### src/rtl/tt_pkg.sv
package tt_pkg;
  typedef enum logic [1:0] {
    OUT_REQUEUE = 2'd0,
    OUT_SUSPEND = 2'd1,
    OUT_RETIRE  = 2'd2,
    OUT_SPARE   = 2'd3
  } issue_outcome_e;
endpackage

### src/rtl/tt_ctx_store.sv
module tt_ctx_store #(
  parameter int N_THREADS = 8,
  parameter int TID_W     = 3,
  parameter int PC_W      = 16,
  parameter int BASE_W    = 8
) (
  input  logic              clk,
  input  logic              rst_n,
  input  logic              new_en,
  input  logic [TID_W-1:0]  new_tid,
  input  logic [PC_W-1:0]   new_pc,
  input  logic [BASE_W-1:0] new_base,
  input  logic              upd_en,
  input  logic [TID_W-1:0]  upd_tid,
  input  logic [PC_W-1:0]   upd_pc,
  input  logic [TID_W-1:0]  rd_a_tid,
  output logic [PC_W-1:0]   rd_a_pc,
  output logic [BASE_W-1:0] rd_a_base,
  input  logic [TID_W-1:0]  rd_b_tid,
  output logic [PC_W-1:0]   rd_b_pc
);
  logic [PC_W-1:0]   pc_q   [N_THREADS];
  logic [BASE_W-1:0] base_q [N_THREADS];

  always_ff @(posedge clk or negedge rst_n) begin
    if (!rst_n) begin
      for (int i = 0; i < N_THREADS; i++) begin
        pc_q[i]   <= '0;
        base_q[i] <= '0;
      end
    end else begin
      if (new_en) begin
        pc_q[new_tid]   <= new_pc;
        base_q[new_tid] <= new_base;
      end
      if (upd_en) pc_q[upd_tid] <= upd_pc;
    end
  end

  assign rd_a_pc   = pc_q[rd_a_tid];
  assign rd_a_base = base_q[rd_a_tid];
  assign rd_b_pc   = pc_q[rd_b_tid];
endmodule

### src/rtl/tt_susp_slots.sv
module tt_susp_slots #(
  parameter int N_REGS = 16,
  parameter int REG_W  = 4,
  parameter int TID_W  = 3
) (
  input  logic             clk,
  input  logic             rst_n,
  input  logic             set_en,
  input  logic [REG_W-1:0] set_reg,
  input  logic [TID_W-1:0] set_tid,
  input  logic             clr_en,
  input  logic [REG_W-1:0] clr_reg,
  input  logic [REG_W-1:0] look_reg,
  output logic             look_valid,
  output logic [TID_W-1:0] look_tid
);
  logic [N_REGS-1:0] vld_vec;
  logic [TID_W-1:0]  tid_arr [N_REGS];

  for (genvar r = 0; r < N_REGS; r++) begin : g_slot
    logic             vld_q;
    logic [TID_W-1:0] tid_q;
    always_ff @(posedge clk or negedge rst_n) begin
      if (!rst_n) begin
        vld_q <= 1'b0;
        tid_q <= '0;
      end else if (set_en && set_reg == REG_W'(r)) begin
        vld_q <= 1'b1;
        tid_q <= set_tid;
      end else if (clr_en && clr_reg == REG_W'(r)) begin
        vld_q <= 1'b0;
      end
    end
    assign vld_vec[r] = vld_q;
    assign tid_arr[r] = tid_q;
  end

  assign look_valid = vld_vec[look_reg];
  assign look_tid   = tid_arr[look_reg];
endmodule

### src/rtl/tt_wait_queues.sv
module tt_wait_queues #(
  parameter int N_LINES = 4,
  parameter int LINE_W  = 2,
  parameter int TID_W   = 3
) (
  input  logic              clk,
  input  logic              rst_n,
  input  logic              push_en,
  input  logic [LINE_W-1:0] push_line,
  input  logic [TID_W-1:0]  push_tid,
  output logic              push_prev_ne,
  output logic [TID_W-1:0]  push_prev_tail,
  input  logic              drain_en,
  input  logic [LINE_W-1:0] drain_line,
  output logic              drain_ne,
  output logic [TID_W-1:0]  drain_head,
  output logic [TID_W-1:0]  drain_tail
);
  logic [N_LINES-1:0] ne_vec;
  logic [TID_W-1:0]   hd_arr [N_LINES];
  logic [TID_W-1:0]   tl_arr [N_LINES];

  for (genvar l = 0; l < N_LINES; l++) begin : g_line
    logic             ne_q;
    logic [TID_W-1:0] hd_q, tl_q;
    logic             push_here, drain_here;
    assign push_here  = push_en  && push_line  == LINE_W'(l);
    assign drain_here = drain_en && drain_line == LINE_W'(l);
    always_ff @(posedge clk or negedge rst_n) begin
      if (!rst_n) begin
        ne_q <= 1'b0;
        hd_q <= '0;
        tl_q <= '0;
      end else if (drain_here) begin
        ne_q <= 1'b0;
      end else if (push_here) begin
        if (!ne_q) hd_q <= push_tid;
        tl_q <= push_tid;
        ne_q <= 1'b1;
      end
    end
    assign ne_vec[l] = ne_q;
    assign hd_arr[l] = hd_q;
    assign tl_arr[l] = tl_q;
  end

  logic same_line;
  assign same_line      = push_en && push_line == drain_line;
  assign push_prev_ne   = ne_vec[push_line];
  assign push_prev_tail = tl_arr[push_line];
  assign drain_ne       = ne_vec[drain_line] || same_line;
  assign drain_head     = ne_vec[drain_line] ? hd_arr[drain_line] : push_tid;
  assign drain_tail     = same_line ? push_tid : tl_arr[drain_line];
endmodule

### src/rtl/tt_thread_queues.sv
module tt_thread_queues
  import tt_pkg::*;
#(
  parameter int N_THREADS = 8,
  parameter int N_REGS    = 16,
  parameter int N_LINES   = 4,
  parameter int PC_W      = 16,
  parameter int BASE_W    = 8,
  parameter int TID_W     = $clog2(N_THREADS),
  parameter int REG_W     = $clog2(N_REGS),
  parameter int LINE_W    = $clog2(N_LINES)
) (
  input  logic              clk,
  input  logic              rst_n,
  input  logic              create_valid,
  output logic              create_ready,
  input  logic [PC_W-1:0]   create_pc,
  input  logic [BASE_W-1:0] create_base,
  output logic [TID_W-1:0]  create_tid,
  output logic              issue_valid,
  input  logic              issue_ready,
  output logic [TID_W-1:0]  issue_tid,
  output logic [PC_W-1:0]   issue_pc,
  output logic [BASE_W-1:0] issue_base,
  input  logic [1:0]        issue_outcome,
  input  logic [REG_W-1:0]  issue_reg,
  input  logic [PC_W-1:0]   issue_npc,
  input  logic              wake_valid,
  input  logic [REG_W-1:0]  wake_reg,
  output logic              wake_found,
  output logic [PC_W-1:0]   wake_pc,
  input  logic              wake_hit,
  input  logic [LINE_W-1:0] wake_line,
  input  logic              line_ret_valid,
  input  logic [LINE_W-1:0] line_ret_idx,
  output logic              idle
);
  // Link field shared by every queue; each thread sits in exactly one list.
  logic [TID_W-1:0] link_q [N_THREADS];
  logic [TID_W-1:0] link_n [N_THREADS];
  logic [TID_W-1:0] act_head_q, act_tail_q, free_head_q, free_tail_q;
  logic             act_ne_q, free_ne_q;
  logic [TID_W-1:0] act_head_n, act_tail_n, free_head_n, free_tail_n;
  logic             act_ne_n, free_ne_n;

  issue_outcome_e outcome;
  logic iss_fire, iss_susp, iss_retire, iss_requeue, create_fire;
  logic slot_vld, fwd_match, fwd_take, wake_hit_en, wake_miss_en, drain_go;
  logic [TID_W-1:0] slot_tid, wake_tid;
  logic             wq_prev_ne, wq_drain_ne;
  logic [TID_W-1:0] wq_prev_tail, wq_drain_head, wq_drain_tail;
  logic [PC_W-1:0]  slot_pc;

  assign outcome      = issue_outcome_e'(issue_outcome);
  assign issue_valid  = act_ne_q;
  assign issue_tid    = act_head_q;
  assign idle         = !act_ne_q;
  assign create_ready = free_ne_q;
  assign create_tid   = free_head_q;

  assign iss_fire    = act_ne_q && issue_ready;
  assign iss_susp    = iss_fire && outcome == OUT_SUSPEND;
  assign iss_retire  = iss_fire && outcome == OUT_RETIRE;
  assign iss_requeue = iss_fire && !iss_susp && !iss_retire;
  assign create_fire = create_valid && free_ne_q;

  // Wake-up resolution, including a same-cycle block on the written register.
  assign fwd_match    = iss_susp && !slot_vld && issue_reg == wake_reg;
  assign fwd_take     = wake_valid && fwd_match;
  assign wake_found   = wake_valid && (slot_vld || fwd_match);
  assign wake_tid     = slot_vld ? slot_tid : act_head_q;
  assign wake_pc      = slot_vld ? slot_pc : issue_npc;
  assign wake_hit_en  = wake_found && wake_hit;
  assign wake_miss_en = wake_found && !wake_hit;
  assign drain_go     = line_ret_valid && wq_drain_ne;

  tt_ctx_store #(.N_THREADS(N_THREADS), .TID_W(TID_W), .PC_W(PC_W), .BASE_W(BASE_W)) u_ctx (
    .clk(clk), .rst_n(rst_n),
    .new_en(create_fire), .new_tid(free_head_q), .new_pc(create_pc), .new_base(create_base),
    .upd_en(iss_fire && !iss_retire), .upd_tid(act_head_q), .upd_pc(issue_npc),
    .rd_a_tid(act_head_q), .rd_a_pc(issue_pc), .rd_a_base(issue_base),
    .rd_b_tid(slot_tid), .rd_b_pc(slot_pc)
  );

  tt_susp_slots #(.N_REGS(N_REGS), .REG_W(REG_W), .TID_W(TID_W)) u_slots (
    .clk(clk), .rst_n(rst_n),
    .set_en(iss_susp && !fwd_take), .set_reg(issue_reg), .set_tid(act_head_q),
    .clr_en(wake_valid && slot_vld), .clr_reg(wake_reg),
    .look_reg(wake_reg), .look_valid(slot_vld), .look_tid(slot_tid)
  );

  tt_wait_queues #(.N_LINES(N_LINES), .LINE_W(LINE_W), .TID_W(TID_W)) u_wait (
    .clk(clk), .rst_n(rst_n),
    .push_en(wake_miss_en), .push_line(wake_line), .push_tid(wake_tid),
    .push_prev_ne(wq_prev_ne), .push_prev_tail(wq_prev_tail),
    .drain_en(line_ret_valid), .drain_line(line_ret_idx),
    .drain_ne(wq_drain_ne), .drain_head(wq_drain_head), .drain_tail(wq_drain_tail)
  );

  // Queue update: pop, then appends in fixed order requeue, wake, create, line.
  always_comb begin
    link_n      = link_q;
    act_head_n  = act_head_q;
    act_tail_n  = act_tail_q;
    act_ne_n    = act_ne_q;
    free_head_n = free_head_q;
    free_tail_n = free_tail_q;
    free_ne_n   = free_ne_q;

    if (iss_fire) begin
      if (act_head_q == act_tail_q) act_ne_n = 1'b0;
      else                          act_head_n = link_q[act_head_q];
    end
    if (iss_requeue) begin
      if (act_ne_n) link_n[act_tail_n] = act_head_q;
      else          act_head_n = act_head_q;
      act_tail_n = act_head_q;
      act_ne_n   = 1'b1;
    end
    if (wake_hit_en) begin
      if (act_ne_n) link_n[act_tail_n] = wake_tid;
      else          act_head_n = wake_tid;
      act_tail_n = wake_tid;
      act_ne_n   = 1'b1;
    end
    if (create_fire) begin
      if (act_ne_n) link_n[act_tail_n] = free_head_q;
      else          act_head_n = free_head_q;
      act_tail_n = free_head_q;
      act_ne_n   = 1'b1;
    end
    if (drain_go) begin
      if (act_ne_n) link_n[act_tail_n] = wq_drain_head;
      else          act_head_n = wq_drain_head;
      act_tail_n = wq_drain_tail;
      act_ne_n   = 1'b1;
    end
    if (wake_miss_en && wq_prev_ne) link_n[wq_prev_tail] = wake_tid;

    if (create_fire) begin
      if (free_head_q == free_tail_q) free_ne_n = 1'b0;
      else                            free_head_n = link_q[free_head_q];
    end
    if (iss_retire) begin
      if (free_ne_n) link_n[free_tail_n] = act_head_q;
      else           free_head_n = act_head_q;
      free_tail_n = act_head_q;
      free_ne_n   = 1'b1;
    end
  end

  always_ff @(posedge clk or negedge rst_n) begin
    if (!rst_n) begin
      for (int i = 0; i < N_THREADS; i++) link_q[i] <= TID_W'(i + 1);
      act_head_q  <= '0;
      act_tail_q  <= '0;
      act_ne_q    <= 1'b0;
      free_head_q <= '0;
      free_tail_q <= TID_W'(N_THREADS - 1);
      free_ne_q   <= 1'b1;
    end else begin
      link_q      <= link_n;
      act_head_q  <= act_head_n;
      act_tail_q  <= act_tail_n;
      act_ne_q    <= act_ne_n;
      free_head_q <= free_head_n;
      free_tail_q <= free_tail_n;
      free_ne_q   <= free_ne_n;
    end
  end
endmodule

### config.mk
export PLATFORM = sky130hd
export DESIGN_NAME = tt_thread_queues
export DESIGN_NICKNAME = d
export VERILOG_FILES = /design/src/rtl/tt_pkg.sv /design/src/rtl/tt_ctx_store.sv /design/src/rtl/tt_susp_slots.sv /design/src/rtl/tt_wait_queues.sv /design/src/rtl/tt_thread_queues.sv
export SDC_FILE = /design/constraint.sdc
export NUM_CORES = 1
export LEC_CHECK = 0
export ABC_AREA = 1
export ABC_CLOCK_PERIOD_IN_PS = 3400
export CAP_MARGIN = 0
export CORE_ASPECT_RATIO = 1.2
export CORE_MARGIN = 4
export CORE_UTILIZATION = 40
export CTS_CLUSTER_SIZE = 24
export DETAILED_ROUTE_END_ITERATION = 16
export PLACE_DENSITY_LB_ADDON = 0.25
export SYNTH_ARGS = -nofsm -noshare
export SYNTH_HDL_FRONTEND = slang
export SYNTH_SLANG_ARGS = --single-unit
### constraint.sdc
create_clock -name clk -period 3.4 [get_ports clk]
set_input_delay 0.68 -clock clk [delete_from_list [all_inputs] [get_ports clk]]
set_output_delay 0.68 -clock clk [all_outputs]
set_load 0.02 [all_outputs]
==> reports/metrics.csv <==
metric;value;unit
Die X-Extent;208.5;um
# fillers;4594;
Post-Layout Cell Count;3555;
Area growth, synth to finish;25.72;%
port bufs;110;
Slew @ Worst Pin;0.8829;ns
Req. time, crit path;2.72;ns
# DRC;0;
htree depth;2;
Hold Vio Cnt, Final;0;
Routed Antenna Nets;0;
crit-path max FO;25;
Cells after DPL;3458;
power after layout;22500;uW
CTS Sinks;322;
GR Util All Layers;0.2799;
Post-Route WL;76.40;mm
routed via count;21130;
Pleak;0.01131;uW
grt total ovfl;0;
yosys warns;0;
Routed wire per std cell;21.49;um
ranking of synthesized cells by area;dfrtp_1 (40%), nand2_1 (14%), o21ai_0 (11%);
leading area contributor after synthesis;dfrtp_1;
internal power;12270;uW
Crit. End Element;output pin;
post-detail-place hpwl;50.90;mm
CTS Buffer Depth;3;
period utilization;0.9760;
area of the multi-input gates;0.009837;sq mm
post-synth cell types;43;
Power Dens Cells;927.4;mW/mm^2
Mapped Area;0.01930;sq mm
Core ar.;0.04735;sq mm
clk_skew;0.02564;ns
Clock Power Share;0.181;
pin count of the biggest net entering global routing;77;
CP arrival;2.64;ns
routed vias/inst;5.944;
Die Footprint;0.05185;sq mm
Syn Nets;2740;
Root Buffer;clkbuf_16;
crit path from;issue_tid[0];
first-pass GRT wire length;116.9;mm
Sw Ratio;0.4548;
CTS Buf Count;37;
Seq/Total Area, Yosys;0.4185;
# setup viols final;0;
#FFs+latches synth;322;
combinational power share;0.513;
Skew-Pair Late Insertion Delay;0.56;ns
min Tclk post-route;3.319;ns
run status;finished clean;
Die H;248.6;um
CP Launch Type;flop;
Pre-Repair DR Iteration Count;6;
fin. max-slew vios;0;
initial antenna violation count;1;
Nets;2965;
Clk pin slew, worst setup/hold paths;0.06;ns
crit path kind;reg -> out;
IO Pins;111;
P_sw;10230;uW
Fmax;301.3;MHz
Final Util;0.5125;
Reg power frac;0.305;
FF+latch area;0.008082;sq mm
TritonCTS clock tree;built;
GPL Wtd Cong;0.9765;
Min-Delay Path Class;in -> async;
RR Startpoint;u_slots.g_slot[12].tid_q[2];
starting density of the core;0.4076;
worst vdd rail ir drop;0.0004128;V
DR iter-0 viols;2228;
post-synthesis cell count;2679;
number of max-cap violations;0;
max_slew headroom;0.4108;
top cell type's share of synthesized area;0.3967;
Mean Syn Cell Area;7.205;sq um
RSZ-0062 raised after global routing;yes;
row count;87;
worst-case reg-to-reg path depth;20;
layout cells sized above 1;0.1467;
vias in the first global route;20330;
final hold slack;0.1092;ns
==> final cells by class <==
type,count,area share
well taps,623,0.03212
diodes,1,0.0001031
clock buffers,49,0.04331
flip-flops and latches,322,0.3330
clock inverters,17,0.007219
multi-input cells,1968,0.4054
repair buffers,350,0.1433
inverters,225,0.03553
==> cells in the mapped netlist, drive strengths merged <==
cell / instances
nand2: 720
o21ai: 442
dfrtp: 306
inv: 221
nor2: 195
nand3: 143
clkbuf: 132
o211ai: 106
o22ai: 89
a21oi: 67
a31oi: 50
nor3: 43
a221oi: 34
buf: 32
a22oi: 25
dfstp: 16
o2111ai: 16
nand4: 12
xnor2: 7
a22o: 6
o21a: 5
clkinv: 4
o221ai: 2
xor2: 2
nand3b: 1
o221a: 1
o31ai: 1
o41ai: 1
==> power by group through the flow <==
| stage | registers [uW] | clock network [uW] | logic, uW |
|---|---|---|---|
| after global placement | 6800 | 0 | 11000 |
| after floorplan | 6380 | 0 | 6800 |
| after global routing | 7000 | 4300 | 12600 |
| after detailed placement | 6840 | 0 | 11100 |
| final | 6870 | 4080 | 11600 |
| after CTS | 6800 | 4130 | 11200 |
==> logic make-up after synthesis <==
| group | synth area share |
|---|---|
| DFF | 0.4185 |
| xor gates and xnor gates | 0.004084 |
| and+or+nand+nor | 0.2396 |
| buffers and inverters | 0.07915 |
| AOI/OAI and AO/OA | 0.2587 |
==> metrics by stage <==
stage	TNS [ns]	setup WS, ns	cell area [sq um]
detailed placement	-43.13	-0.8954	22420
CTS	0	0.004979	23970
floorplan	0	0.1730	19300
global placement	-35.68	-0.8491	22420
finish	0	0.08143	24270
global route	-0.05338	-0.01637	24260
==> metal layers <==
| layer | vias to the layer above | part of all wire | GRT usage |
|---|---|---|---|
| li1 | 9646 | - | - |
| met1 | 10080 | 0.39 | 0.3627 |
| met2 | 1114 | 0.47 | 0.4548 |
| met3 | 291 | 0.089 | 0.04740 |
| met4 | 0 | 0.056 | 0.1365 |
| met5 | - | 0 | 0 |
==> sequential cells by signal (all words and copies together), names as in the netlist <==
register	flops
u_slots.g_slot.vld_q	16
issue_tid	3
link_q	24
u_wait.g_line.tl_q	12
create_ready	1
free_tail_q	3
u_slots.g_slot.tid_q	48
act_tail_q	3
u_ctx.pc_q	128
u_ctx.base_q	64
create_tid	3
u_wait.g_line.hd_q	12
u_wait.g_line.ne_q	4
issue_valid	1
==> worst max-delay path: stages (launching register included) <==
cell             delay (ns)
dfrtp_1                0.43
inv_2                  0.19
nand3_1                0.17
clkinv_1               0.15
buf_8                  0.28
a22oi_1                0.13
nand4_1                0.10
clkdlybuf4s50_1        0.62
==> timing repair <==
action | in CTS | in global routing
endpoints found under the setup margin | 56 | 22
buffers inserted | 10 | 6
pin swaps | 7 | 21
resized for setup | 129 | 54
hold buffers | 0 | 0
cloned | 7 | 7
==> cells in the final DEF (no fill, tap or decap), types with 16 or more instances in the layout <==
cell and instances:
clkbuf_16 43, nand3_1 132, a221oi_1 33, o21ai_0 418, o21ai_1 22, o22ai_1 88, dfrtp_1 303, dlygate4sd2_1 21
nor2_1 173, a31oi_1 50, a21oi_1 64, o211ai_1 106, nor3_1 36, nand2_2 23, clkdlybuf4s50_1 65, buf_12 29
buf_4 203, dfstp_2 16, nand2_1 696, a22oi_1 25, inv_1 207
==> path summary, 6_finish.rpt <==
kind	to	slack [ns]
max	issue_base[3]	0.08
min	u_wait.g_line[0].hd_q[2]	0.11
min in group clk	u_ctx.base_q[2]	0.48
max in group asynchronous	free_tail_q[2]	2.36
min reg2reg	u_ctx.base_q[2]	0.48
max reg2reg	link_q[2]	0.54
Note: power is estimated with default switching activity, not from simulation.
